File: src/rtl/cart_bank_ctrl.sv
module cart_bank_ctrl #(
  parameter int LO_W      = 5,
  parameter int HI_W      = 2,
  parameter int ROM_OFS_W = 14,
  parameter int RAM_OFS_W = 13,
  parameter int RAM_AW    = 17,
  localparam int ROM_AW   = HI_W + LO_W + ROM_OFS_W,
  localparam int RAM_MW   = HI_W + RAM_OFS_W
) (
  input  logic              clk,
  input  logic              rst_n,
  input  logic [15:0]       cpu_addr,
  input  logic [7:0]        cpu_wdata,
  input  logic              cpu_wr,
  input  logic              cpu_rd,
  input  logic [2:0]        rom_size_sel,
  input  logic [2:0]        ram_size_sel,
  output logic [ROM_AW-1:0] rom_addr,
  output logic [RAM_AW-1:0] ram_addr,
  output logic              ram_cs,
  output logic              ram_we,
  output logic              fill_valid,
  output logic [7:0]        fill_data
);

  logic [LO_W-1:0] lo_bank;
  logic [HI_W-1:0] hi_field;
  logic            ram_en;
  logic            adv;

  always_ff @(posedge clk or negedge rst_n) begin
    if (!rst_n) begin
      lo_bank  <= LO_W'(1);
      hi_field <= '0;
      ram_en   <= 1'b0;
      adv      <= 1'b0;
    end else if (cpu_wr && !cpu_addr[15]) begin
      case (cpu_addr[14:13])
        2'd0: ram_en <= (cpu_wdata[3:0] == 4'hA);
        2'd1: lo_bank <= (cpu_wdata[LO_W-1:0] == '0) ? LO_W'(1) : cpu_wdata[LO_W-1:0];
        2'd2: hi_field <= cpu_wdata[HI_W-1:0];
        default: begin
          if (cpu_wdata == 8'h01)      adv <= 1'b1;
          else if (cpu_wdata == 8'h00) adv <= 1'b0;
        end
      endcase
    end
  end

  logic [4:0]        rom_bits;
  logic [4:0]        ram_bits;
  logic [ROM_AW-1:0] rom_raw;
  logic [RAM_MW-1:0] ram_map;
  logic [HI_W-1:0]   hi_eff;
  logic              ram_win;
  logic              ram_live;

  assign rom_bits = (rom_size_sel > 3'd6) ? 5'd21 : 5'd15 + {2'b00, rom_size_sel};

  always_comb begin
    case (ram_size_sel)
      3'd1:    ram_bits = 5'd11;
      3'd2:    ram_bits = 5'd13;
      3'd3:    ram_bits = 5'd15;
      3'd4:    ram_bits = 5'd16;
      3'd5:    ram_bits = 5'd17;
      default: ram_bits = 5'd0;
    endcase
  end

  assign hi_eff  = adv ? hi_field : '0;
  assign rom_raw = cpu_addr[14] ? {hi_field, lo_bank, cpu_addr[ROM_OFS_W-1:0]}
                                : {hi_eff, {LO_W{1'b0}}, cpu_addr[ROM_OFS_W-1:0]};
  assign rom_addr = rom_raw & ~({ROM_AW{1'b1}} << rom_bits);

  assign ram_map  = {hi_eff, cpu_addr[RAM_OFS_W-1:0]};
  assign ram_addr = RAM_AW'(ram_map) & ~({RAM_AW{1'b1}} << ram_bits);

  assign ram_win    = (cpu_addr[15:13] == 3'b101);
  assign ram_live   = ram_en && (ram_bits != 5'd0);
  assign ram_cs     = ram_win && ram_live && (cpu_rd || cpu_wr);
  assign ram_we     = ram_win && ram_live && cpu_wr;
  assign fill_valid = ram_win && !ram_live && cpu_rd;
  assign fill_data  = 8'hFF;

endmodule

File: config.mk
export PLATFORM = sky130hd
export DESIGN_NAME = cart_bank_ctrl
export DESIGN_NICKNAME = d
export VERILOG_FILES = /design/src/rtl/cart_bank_ctrl.sv
export SDC_FILE = /design/constraint.sdc
export NUM_CORES = 1
export LEC_CHECK = 0
export ABC_CLOCK_PERIOD_IN_PS = 1400
export BUFFER_PORTS_ARGS = -buffer_cell sky130_fd_sc_hd__buf_2
export CAP_MARGIN = 25
export CORE_MARGIN = 3
export CORE_UTILIZATION = 35
export CTS_CLUSTER_DIAMETER = 80
export CTS_CLUSTER_SIZE = 16
export DETAILED_ROUTE_END_ITERATION = 8
export PLACE_DENSITY_LB_ADDON = 0.15
export REMOVE_ABC_BUFFERS = 1
export SYNTH_ARGS = -nofsm -noshare
export SYNTH_HDL_FRONTEND = slang
export SYNTH_SLANG_ARGS = --single-unit
File: constraint.sdc
create_clock -name clk -period 1.4 [get_ports clk]
set_input_delay 0.14 -clock clk [delete_from_list [all_inputs] [get_ports clk]]
set_output_delay 0.14 -clock clk [all_outputs]
set_load 0.05 [all_outputs]
# After elaboration in Yosys (flattened, before gate mapping)
# Index checks and enable logic that the tools add are counted.
# Widths: inputs -> output; s select.
[totals] ff_bits=9 input_bits=34 out_inout_bits=49
[op_classes] addsub=1 order_cmp=1 n_eq_ne=10 n_shift=2 n_mux=7 bitwise_logic=5 reduce_logical=20
[op_table] operator="$pmux 5 s5" count=1
[op_table] operator="$and 21x21->21" count=1
[op_table] operator="$mux 21" count=1
[op_table] operator="$not 21->21" count=1
[op_table] operator="$shl 21x5->21 const A" count=1
[op_table] operator="$and 15x17->17" count=1
[op_table] operator="$not 17->17" count=1
[op_table] operator="$shl 17x5->17 const A" count=1
[op_table] operator="$mux 5" count=2
[op_table] operator="$eq 3x3->1 const B" count=3
[op_table] operator="$eq 8x1->1 const B" count=1
[op_table] operator="$logic_not 8->1" count=1
[op_table] operator="$logic_and 1x1->1" count=7
[op_table] operator="$eq 3x2->1 const B" count=2
[op_table] operator="$reduce_and 2->1" count=3
[op_table] operator="$add 4x3->5 const A" count=1
[op_table] operator="$logic_not 5->1" count=1
[op_table] operator="$reduce_bool 5->1" count=1
[op_table] operator="$eq 4x4->1 const B" count=1
[op_table] operator="$eq 3x1->1 const B" count=1
[op_table] operator="$gt 3x3->1 const B" count=1
[op_table] operator="$reduce_and 3->1" count=1
[op_table] operator="$reduce_or 3->1" count=1
[op_table] operator="$eq 2x1->1 const B" count=1
[op_table] operator="8 further kinds" count=10

# Logic depth before layout (Yosys ltp)
# Gate-level depths: netlist of the first run.
[depth] depth_word=7 ltp_mapped=7 depth_no_buf=5

# Worst setup path before layout of the first run
# OpenSTA, ideal clock, no wires.
[synth_path] kind="input-to-output" startpoint="in rom_size_sel[0]" endpoint="out rom_addr[14]" t_arrival_ns=1.624 slack_ns=-0.364 stages=7 n_path_buf=2 cell_sequence="buf_6 -> inv_1 -> ha_1 -> ha_1 -> buf_2 -> o311ai_2 -> and3_1"
[synth_between] elab_chain_cells=5 elab_cells_between_ends=6
[synth_rtl] item="from (decl)" line_no="16" rtl="input logic [2:0] rom_size_sel,"
[synth_rtl] item="$add 4x3->5 / $gt 3x3->1 (equally long branches)" line_no="58" rtl="assign rom_bits = (rom_size_sel > 3'd6) ? 5'd21 : 5'd15 + {2'b00, rom_size_sel};"
[synth_rtl] item="$mux 5 (*)" line_no="58"
[synth_rtl] item="$shl 21x5->21 (*)" line_no="74" rtl="assign rom_addr = rom_raw & ~({ROM_AW{1'b1}} << rom_bits);"
[synth_rtl] item="$not 21->21 (*)" line_no="74"
[synth_rtl] item="$and 21x21->21 (*)" line_no="74"
[synth_rtl] item="to (decl)" line_no="18" rtl="output logic [ROM_AW-1:0] rom_addr,"
# Every way passes the cells marked *; elsewhere a longest branch is shown, timed or not.

# Worst setup path after layout of the first run
# Ends and elaborated chain as after synthesis.

==> impl_summary.log, run 1 <==
[metrics] pin count of the biggest net entering global routing: 15
[metrics] layout net count: 246
[metrics] number of endpoints failing setup at the final stage: 12
[metrics] Warnings, synthesis: 0
[metrics] depth of the most critical reg-to-reg path: 2
[metrics] Pre-Repair DR Iteration Count: 4
[metrics] # Max-Cap Violations: 0
[metrics] final routed wire length divided by cell count: 14.2 um
[metrics] count of nets left with antenna violations after detail routing: 0
[metrics] Syn Inst Count: between 100 and 150
[metrics] top library cells by usage in the layout, fill and taps aside: 51 x sky130_fd_sc_hd__buf_2, 20 x sky130_fd_sc_hd__buf_4, 19 x sky130_fd_sc_hd__and2_1
[metrics] placed cell count: 231
[metrics] signal arrival time at the worst endpoint: 1.36 ns
[metrics] Diodes inserted: 0
[metrics] full die area: around 0.0036 mm^2
[metrics] category of cells accounting for the largest share of critical-path delay: simple AND/OR/NAND/NOR gates
[metrics] highest attainable clock frequency: ~0.67 GHz
[metrics] run status: complete, but fails checks
[metrics] clock root buffer master: sky130_fd_sc_hd__clkbuf_4
[metrics] Hold Slack: 0.145 ns
[metrics] max-slew violation count: 0
[metrics] violated checks: negative setup slack
[metrics] Critical Path End Type: output pin
[metrics] detailed-route DRC error count: 0
[metrics] growth of design area from synthesis to finish: 71.9%
[metrics] Post-Route Utilization: between 60 and 70%
[metrics] Avg Inst Size Synth: roughly 8.5 um^2
[metrics] vias in the first global route: 1157
[metrics] CTS tree: built
[metrics] Starting DRT DRC Count: 30
[metrics] die boundary height: 59.8 um
[metrics] worst setup margin: -0.103 ns
[metrics] peak supply drop: 688 uV
[metrics] synthesized area: just over 0.001 mm^2
[metrics] Seq/Total Area, Yosys: around 22%
[metrics] final-report hold violation count: 0
[metrics] wire length of the first global-routing pass: around 4900 um
[metrics] static leakage power: ~0.0009 uW
[metrics] critical-path cell list: buf_8 -> buf_6 -> or3_4 -> o311ai_4 -> and3_1 -> buf_6
[metrics] Initial Util: 38.8%
[metrics] number of vias per cell: just over 5
[metrics] required time of the worst setup path: roughly 1.3 ns
[metrics] post-route insts no fill: approximately 240
[metrics] instance count along the most critical hold path: 2
[metrics] layout cells sized above 1: 57.2%
[metrics] detailed-route wire length: 3380 um
[metrics] Top cell by count, worst path: sky130_fd_sc_hd__buf_6
[metrics] source-to-sink clock delay at the later pin of the worst-skew pair: 0.25 ns
[metrics] register clock-pin slew on the reported worst setup and hold paths: 0.06 ns
[metrics] core area: about 0.0026 mm^2
[metrics] number of synthesized register bits: 9
[metrics] clock net sink count: 9
[metrics] number of antenna violations at the first check in global routing: 0
[metrics] slowest cell on the critical path: sky130_fd_sc_hd__or3_4
[metrics] Period minus WS final: 1.50 ns
[metrics] I/O pin cnt: 83
[metrics] RSZ-0062 raised after global routing: yes
[metrics] path length in cells of the critical path: 6
[metrics] IO Port Bufs: 72
[metrics] Pwr Density: 801 mW/mm^2
[metrics] CP Launch Type: input port
[metrics] clock buffers created by TritonCTS: 3
[metrics] worst clock skew: 0 ns
[metrics] number of distinct library cells after synthesis: between 40 and 50
[metrics] worst setup slack before clock tree synthesis: -0.328 ns
[metrics] final clock period utilization by the worst path: 107%
[metrics] maximum buffer depth of the clock tree: 2
[metrics] combined global-route utilization of all metal layers: 17.8%
[metrics] most common library cell in the layout ignoring fill and taps: sky130_fd_sc_hd__buf_2
[metrics] HPWL Detailed: 2610 um
[metrics] number of placement rows: 18
[metrics] count of H-tree levels built during CTS: 1
[metrics] die extent in x: 59.8 um
[metrics] Max stage delay on crit path: 0.42 ns
[metrics] largest fanout on the critical path: 5
[metrics] routability congestion estimate from global placement: 0.824
[metrics] final global-route overflow total: 0
[metrics] type of the worst setup path: input port to output pin
[metrics] via count: 1220
[metrics] buffering stage count on the worst path with inverters included: 3
[metrics] HP Class: input port to flop
per-stage QoR:
step,instance area [um^2],power [uW],TNS [ns]
after floorplan,942,847,-1.82
after global placement,1470,1060,-4.65
after detailed placement,1470,1070,-5.02
after CTS,1690,1370,-0.591
after global routing,1740,1470,-1.47
final,1740,1400,-0.599
report_power, final:
group | internal, uW | total (uW) | switching, uW
Clock | 110 | 201 | 91.0
Combinational | 316 | 855 | 540
Sequential | 311 | 340 | 29.1
routing by layer:
layer | vias up | wire (um) | GRT usage (%) | share of wire [%]
met2 | 66 | 1850 | 35.3 | 55
met3 | 6 | 300 | 1.51 | 8.9
li1 | 593 | - | - | -
met1 | 555 | 1210 | 19.0 | 36
met5 | - | 0 | 0 | 0
met4 | 0 | 26 | 6.01 | 0.77
logic make-up (layout without fill, tap and decap cells):
family | after synthesis | after routing | synth area share, %
compound gates | 23 | 23 | 17.3
flops | 9 | 9 | 22.3
fa+ha+maj | 3 | 3 | 3.70
xor+xnor | 1 | 1 | 0.863
other cells | 2 | 10 | 0.740
simple gates | 54 | 54 | 34.8
buf+inv | 19 | 100 | 11.6
mux | 8 | 8 | 8.76
flip-flops by register name (all words and copies together), names as in the netlist:
name,flops
ram_en,1
hi_field,2
adv,1
lo_bank,5
worst paths after layout:
kind                                  from           end  slack, ns
hold / removal                cpu_wdata[4]    lo_bank[4]       0.14
hold reg to reg                 lo_bank[1]    lo_bank[1]       0.50
max in group asynchronous            rst_n    lo_bank[0]       0.91
setup / recovery           rom_size_sel[0]  rom_addr[14]      -0.10
setup reg to reg                       adv           adv       0.46
min in group asynchronous            rst_n    lo_bank[3]       0.25
layout make-up:
class / instances / area (um^2)
flip-flops and latches: 9 / 226
fillers: 229 / 868
repair buffers: 92 / 661
inverters: 4 / 22.5
multi-input cells: 99 / 771
clock buffers: 4 / 26.3
well taps: 30 / 37.5
synthesized netlist by cell type (all sizes together):
master	n	area share, %
nor2	3	1.1
nand4	2	1.2
conb	2	0.74
o311ai	1	1.6
nor4	1	0.62
dfstp	1	2.6
a21oi	6	3.0
mux2	7	7.8
o31ai	1	0.74
o2111a	2	2.2
dfrtp	8	20
and3b	2	1.7
nand3	4	2.0
or4b	1	0.99
o2111ai	1	0.86
clkbuf	3	1.1
and4b	1	0.99
and4bb	1	1.2
o21ai	2	0.99
buf	12	9.0
ha	3	3.7
xor2	1	0.86
and2	20	12
and3	7	4.3
mux2i	1	0.99
or3	1	1.1
o211ai	1	0.74
o31a	2	1.7
a21boi	1	0.74
nand3b	1	1.1
nor3	3	1.5
o311a	1	0.99
nor4bb	1	0.99
o21a	5	3.7
and4	1	0.86
inv	4	1.5
nand2	4	1.5
or4bb	1	1.1
what timing repair did:
action / CTS / global route
hold buffers: 1 / 0
endpoints found under the setup margin: 19 / 19
endpoints found under the hold margin: 9 / 0
gates resized for setup: 53 / 13
pin swaps: 12 / 12
setup buffers: 1 / 1
Power figures use the tool's default switching activity.
==> run 2, diff against run 1 <==
--- a/config.mk
+++ b/config.mk
@@ -15,6 +15,8 @@
 export DETAILED_ROUTE_END_ITERATION = 8
 export PLACE_DENSITY_LB_ADDON = 0.15
 export REMOVE_ABC_BUFFERS = 1
+export SKIP_LAST_GASP = 1
+export SLEW_MARGIN = 20
 export SYNTH_ARGS = -nofsm -noshare
 export SYNTH_HDL_FRONTEND = slang
 export SYNTH_SLANG_ARGS = --single-unit
==> run 2 against run 1 <==
Compared with the run above: die area unchanged; highest routed layer unchanged; the run still ends with negative setup slack left; power about the same; clock skew unchanged; largest cell class unchanged; sequential cell count unchanged.
==> impl_summary.log, run 2 (synthesis results as in run 1) <==
[metrics] buffering stage count on the worst path with inverters included: 3
[metrics] detailed-route wire length: 3390 um
[metrics] instance count along the most critical hold path: 2
[metrics] routability congestion estimate from global placement: 0.824
[metrics] wire length of the first global-routing pass: 4900 um
[metrics] Hold EP: lo_bank[4]
[metrics] final global-route overflow total: 0
[metrics] I/O pin cnt: 83
[metrics] growth of design area from synthesis to finish: 71.9%
[metrics] count of fill cells added during filler insertion: around 230
[metrics] Post-Route Utilization: 66.8%
[metrics] highest attainable clock frequency: 0.664 GHz
[metrics] RSZ-0062 raised after global routing: yes
[metrics] final clock period utilization by the worst path: 108%
[metrics] worst setup margin: -0.107 ns
[metrics] count of nets left with antenna violations after detail routing: 0
[metrics] violated checks: negative setup slack
[metrics] # Max-Cap Violations: 0
[metrics] top library cells by usage in the layout, fill and taps aside: 51 x sky130_fd_sc_hd__buf_2, 20 x sky130_fd_sc_hd__buf_4, 19 x sky130_fd_sc_hd__and2_1
[metrics] count of H-tree levels built during CTS: 1
[metrics] layout cells sized above 1: 57.2%
[metrics] critical-path cell list: buf_8 -> buf_6 -> or3_4 -> o211ai_1 -> and2_1 -> buf_6
[metrics] Total Negative Setup Slacks: -0.616 ns
[metrics] Max stage delay on crit path: around 0.42 ns
[metrics] required time of the worst setup path: 1.26 ns
[metrics] final-report hold violation count: 0
[metrics] source-to-sink clock delay at the later pin of the worst-skew pair: 0.25 ns
[metrics] clock net sink count: 9
[metrics] signal arrival time at the worst endpoint: 1.37 ns
[metrics] number of vias per cell: 5.13
[metrics] worst clock skew: 0 ns
[metrics] terminus of the critical flop-to-flop path: adv
[metrics] final non-filler cell area: 0.00174 mm^2
[metrics] vias in the first global route: 1157
[metrics] full die area: 0.00358 mm^2
[metrics] clock buffers created by TritonCTS: 3
[metrics] layout net count: 246
[metrics] most common library cell in the layout ignoring fill and taps: sky130_fd_sc_hd__buf_2
[metrics] Diodes inserted: 0
[metrics] category of cells accounting for the largest share of critical-path delay: simple AND/OR/NAND/NOR gates
[metrics] Initial Util: around two fifths
[metrics] number of flip-flops under the largest register name: 5
[metrics] combined global-route utilization of all metal layers: between 10% and 20%
[metrics] number of antenna violations at the first check in global routing: 0
[metrics] path length in cells of the critical path: 6
[metrics] via count: 1220
[metrics] final routed wire length divided by cell count: 14.2 um
[metrics] Critical R2R Launch: adv
[metrics] Hold Slack: around 0.14 ns
[metrics] HP Class: input port to flop
[metrics] largest fanout on the critical path: 5
[metrics] peak supply drop: 688 uV
[metrics] run status: complete, but fails checks
[metrics] register clock-pin slew on the reported worst setup and hold paths: 0.06 ns
[metrics] core area: 0.00261 mm^2
[metrics] HPWL Detailed: 2610 um
[metrics] Starting DRT DRC Count: 31
[metrics] number of endpoints failing setup at the final stage: 12
[metrics] Pre-Repair DR Iteration Count: 4
[metrics] Critical Path End Type: output pin
[metrics] reg2reg setup slack: 0.46 ns
[metrics] IO Port Bufs: 72
[metrics] slowest cell on the critical path: sky130_fd_sc_hd__or3_4
[metrics] die boundary height: 59.8 um
[metrics] largest registers: lo_bank x5, hi_field x2
[metrics] static leakage power: 0.000899 uW
[metrics] number of placement rows: 18
[metrics] type of the worst setup path: input port to output pin
[metrics] max-slew violation count: 0
[metrics] total cell area at the placement stage: 0.00147 mm^2
[metrics] register with the highest flop count: lo_bank
[metrics] maximum buffer depth of the clock tree: 2
[metrics] Top cell by count, worst path: sky130_fd_sc_hd__buf_6
[metrics] CTS tree: built
[metrics] depth of the most critical reg-to-reg path: 2
[metrics] Period minus WS final: 1.51 ns
[metrics] die extent in x: ~60 um
[metrics] clock root buffer master: sky130_fd_sc_hd__clkbuf_4
[metrics] worst min-delay path startpoint: cpu_wdata[4]
[metrics] CP Launch Type: input port
[metrics] Pwr Density: 801 mW/mm^2
[metrics] pin count of the biggest net entering global routing: 15
[metrics] detailed-route DRC error count: 0
[run 2: cell counts in the layout (fill, tap and decap cells not counted)]
No cell type changed its count.
[run 2: per-layer routing]
metal | track usage, % | up-vias | routed length, um
li1 | - | 593 | -
met1 | 19.0 | 555 | 1210
met5 | 0 | - | 0
met4 | 6.01 | 0 | 26
met3 | 1.51 | 6 | 301
met2 | 35.3 | 66 | 1850
[run 2: area by class of cell]
class	instances	area (um^2)	area share [%]
repair buffers	92	661	37.9
well taps	30	37.5	2.15
clock buffers	4	26.3	1.51
multi-input cells	99	771	44.2
inverters	4	22.5	1.29
flip-flops and latches	9	226	13.0
[run 2: power breakdown]
group / total (uW) / leakage, uW / switching (uW) / internal, uW
clock: 201 / 0.0000150 / 91.0 / 110
sequential: 340 / 0.000110 / 29.1 / 311
combinational: 856 / 0.000774 / 540 / 316
total: 1400 / 0.000899 / 660 / 737
[run 2: repair_timing]
action | in CTS | in global routing
hold buffers | 1 | 0
cloned | 0 | 0
pin swaps | 12 | 11
setup buffers | 1 | 1
hold endpoints to repair | 9 | 0
setup endpoints to repair | 19 | 19
gates resized for setup | 53 | 13
[run 2: worst max path at each step]
stage | startpoint | end | slack (ns)
6_report | rom_size_sel[0] | rom_addr[12] | -0.11
5_1_grt | rom_size_sel[0] | rom_addr[14] | -0.15
4_1_cts | rom_size_sel[0] | rom_addr[14] | -0.11
3_5_place_dp | rom_size_sel[1] | rom_addr[10] | -0.33
3_3_place_gp | rom_size_sel[1] | rom_addr[14] | -0.33
2_1_floorplan | rom_size_sel[0] | rom_addr[14] | -0.23
[run 2: worst register-to-register path, stage by stage, from the launching register on]
cell and delay, ns:
sky130_fd_sc_hd__dfrtp_1 0.42, sky130_fd_sc_hd__buf_4 0.15, sky130_fd_sc_hd__mux2_2 0.25
[run 2: through the flow]
stage,instances,worst slack (ns),power (uW)
after global placement,231,-0.326,1060
after global routing,238,-0.152,1470
after detailed placement,231,-0.328,1070
final,238,-0.107,1400
after CTS,237,-0.108,1370
after floorplan,112,-0.231,847
==> run 3, diff against run 2 <==
--- a/config.mk
+++ b/config.mk
@@ -5,7 +5,6 @@
 export SDC_FILE = /design/constraint.sdc
 export NUM_CORES = 1
 export LEC_CHECK = 0
-export ABC_CLOCK_PERIOD_IN_PS = 1400
 export BUFFER_PORTS_ARGS = -buffer_cell sky130_fd_sc_hd__buf_2
 export CAP_MARGIN = 25
 export CORE_MARGIN = 3
==> constraint.sdc (replaced) <==
create_clock -name clk -period 1.4 [get_ports clk]
set_input_delay 0.07 -clock clk [delete_from_list [all_inputs] [get_ports clk]]
set_output_delay 0.07 -clock clk [all_outputs]
set_load 0.05 [all_outputs]
==> run 3 against run 2 <==
Compared with the run above: the run still ends with negative setup slack left; via count decreased by 1.3%; sequential share of layout area increased by 0.71 points; global-route usage fell by 0.58 points; largest cell class unchanged; cell count did not move; design area shrank 5.2%.
==> impl_summary.log, run 3 (synthesis results as in run 1) <==
[metrics] Starting DRT DRC Count: 23
[metrics] final global-route overflow total: 0
[metrics] I/O pin cnt: 83
[metrics] final clock period utilization by the worst path: 101%
[metrics] register clock-pin slew on the reported worst setup and hold paths: 0.06 ns
[metrics] Initial Util: 38.8%
[metrics] number of endpoints failing setup at the final stage: 1
[metrics] clock buffers created by TritonCTS: 3
[metrics] routability congestion estimate from global placement: 0.821
[metrics] run status: complete, but fails checks
[metrics] HPWL Detailed: roughly 2600 um
[metrics] Internal Dissipation: approximately 700 uW
[metrics] Period minus WS final: 1.42 ns
[metrics] most common library cell in the layout ignoring fill and taps: sky130_fd_sc_hd__buf_2
[metrics] source-to-sink clock delay at the later pin of the worst-skew pair: between 0.2 and 0.3 ns
[metrics] max-slew violation count: 0
[metrics] number of antenna violations at the first check in global routing: 0
[metrics] die boundary height: ~60 um
[metrics] number of placement rows: 18
[metrics] slowest cell on the critical path: sky130_fd_sc_hd__or3_4
[metrics] Critical Path End Type: output pin
[metrics] HP Class: input port to flop
[metrics] signal arrival time at the worst endpoint: between 1 and 1.5 ns
[metrics] register with the highest flop count: lo_bank
[metrics] Pwr Density: 817 mW/mm^2
[metrics] required time of the worst setup path: about 1.3 ns
[metrics] CTS tree: built
[metrics] Diodes inserted: 0
[metrics] top library cells by usage in the layout, fill and taps aside: 58 x sky130_fd_sc_hd__buf_2, 23 x sky130_fd_sc_hd__buf_4, 19 x sky130_fd_sc_hd__and2_1
[metrics] critical-path cell list: buf_6 -> buf_6 -> or3_4 -> o311ai_4 -> and3_4 -> buf_8
[metrics] clock root buffer master: sky130_fd_sc_hd__clkbuf_4
[metrics] clock power share: roughly 15%
[metrics] die extent in x: 59.8 um
[metrics] clock net sink count: 9
[metrics] static leakage power: just under 0.0009 uW
[metrics] detailed-route DRC error count: 0
[metrics] buffering stage count on the worst path with inverters included: 3
[metrics] maximum buffer depth of the clock tree: 2
[metrics] IO Port Bufs: 72
[metrics] wire length of the first global-routing pass: 4680 um
[metrics] worst clock skew: 0 ns
[metrics] CP Launch Type: input port
[metrics] final-report hold violation count: 0
[metrics] vias in the first global route: 1077
[metrics] core area: 0.00261 mm^2
[metrics] # Max-Cap Violations: 0
[metrics] growth of design area from synthesis to finish: 63.0%
[metrics] type of the worst setup path: input port to output pin
[metrics] count of H-tree levels built during CTS: 1
[metrics] fraction of power spent switching nets: 47.9%
[metrics] category of cells accounting for the largest share of critical-path delay: simple AND/OR/NAND/NOR gates
[metrics] violated checks: negative setup slack
[metrics] number of vias per cell: 5.06
[metrics] overall power of the completed layout: 1350 uW
[metrics] reported net switching power: 647 uW
[metrics] highest attainable clock frequency: 0.704 GHz
[metrics] Max stage delay on crit path: approximately 0.42 ns
[metrics] largest fanout on the critical path: 5
[metrics] share of total power in combinational logic: 60.1%
[metrics] worst setup margin: -0.0208 ns
[metrics] detailed-route wire length: 3320 um
[metrics] via count: about 1200
[metrics] pin count of the biggest net entering global routing: 15
[metrics] sequential fraction of design power: 25.1%
[metrics] largest registers: lo_bank x5, hi_field x2
[metrics] worst setup slack before clock tree synthesis: -0.214 ns
[metrics] Top cell by count, worst path: sky130_fd_sc_hd__buf_6
[metrics] full die area: 0.00358 mm^2
[metrics] layout cells sized above 1: 55.3%
[metrics] combined global-route utilization of all metal layers: 17.2%
[metrics] RSZ-0062 raised after global routing: yes
[metrics] count of nets left with antenna violations after detail routing: 0
[metrics] Pre-Repair DR Iteration Count: 4
[metrics] number of flip-flops under the largest register name: 5
[metrics] layout net count: 246
[metrics] final routed wire length divided by cell count: 14.0 um
[metrics] peak supply drop: 663 uV
[run 3: per-stage QoR]
| step | TNS [ns] | util (%) | hold slack, ns | area (um^2) | instances |
|---|---|---|---|---|---|
| after floorplan | -0.124 | - | -0.226 | 942 | 112 |
| after global placement | -1.98 | 55.9 | -0.0725 | 1460 | 230 |
| after detailed placement | -2.51 | 55.9 | -0.0679 | 1460 | 230 |
| after CTS | -0.0288 | 61.3 | 0.0626 | 1600 | 235 |
| after global routing | -0.109 | 63.3 | 0.0610 | 1650 | 238 |
| final | -0.0208 | 63.3 | 0.0645 | 1650 | 238 |
[run 3: worst paths after layout]
path                                 start      endpoint  slack (ns)  depth (start not counted)
setup / recovery           rom_size_sel[0]  rom_addr[14]       -0.02                          6
hold / removal                cpu_wdata[4]    lo_bank[4]        0.06                          2
setup reg to reg                       adv           adv        0.50                          2
hold reg to reg                 lo_bank[1]    lo_bank[1]        0.50                          1
max in group asynchronous            rst_n    lo_bank[0]        0.97                          2
min in group asynchronous            rst_n    lo_bank[3]        0.18                          2
[run 3: layout make-up]
type	instances	area, um^2
multi-input cells	99	759
clock buffers	4	26.3
repair buffers	92	589
flip-flops and latches	9	226
fillers	246	958
well taps	30	37.5
inverters	4	15.0
[run 3: layer usage]
layer	GRT usage, %	vias up	wire (um)
li1	-	593	-
met1	19.1	552	1250
met2	33.2	53	1790
met3	1.73	6	242
met4	5.70	0	39
met5	0	-	0
[run 3: power by group through the flow]
| stage | Combinational, uW | Clock, uW | Sequential (uW) |
|---|---|---|---|
| final | 811 | 201 | 339 |
| after detailed placement | 728 | 0 | 343 |
| after global routing | 856 | 227 | 344 |
| after global placement | 718 | 0 | 342 |
| after CTS | 787 | 205 | 338 |
| after floorplan | 514 | 0 | 332 |
[run 3: repair_timing]
item	CTS	global route
pin swaps	6	6
cloned	0	0
hold buffers	1	0
buffers inserted	0	3
setup endpoints to repair	19	19
hold endpoints to repair	9	0
gates resized for setup	28	9
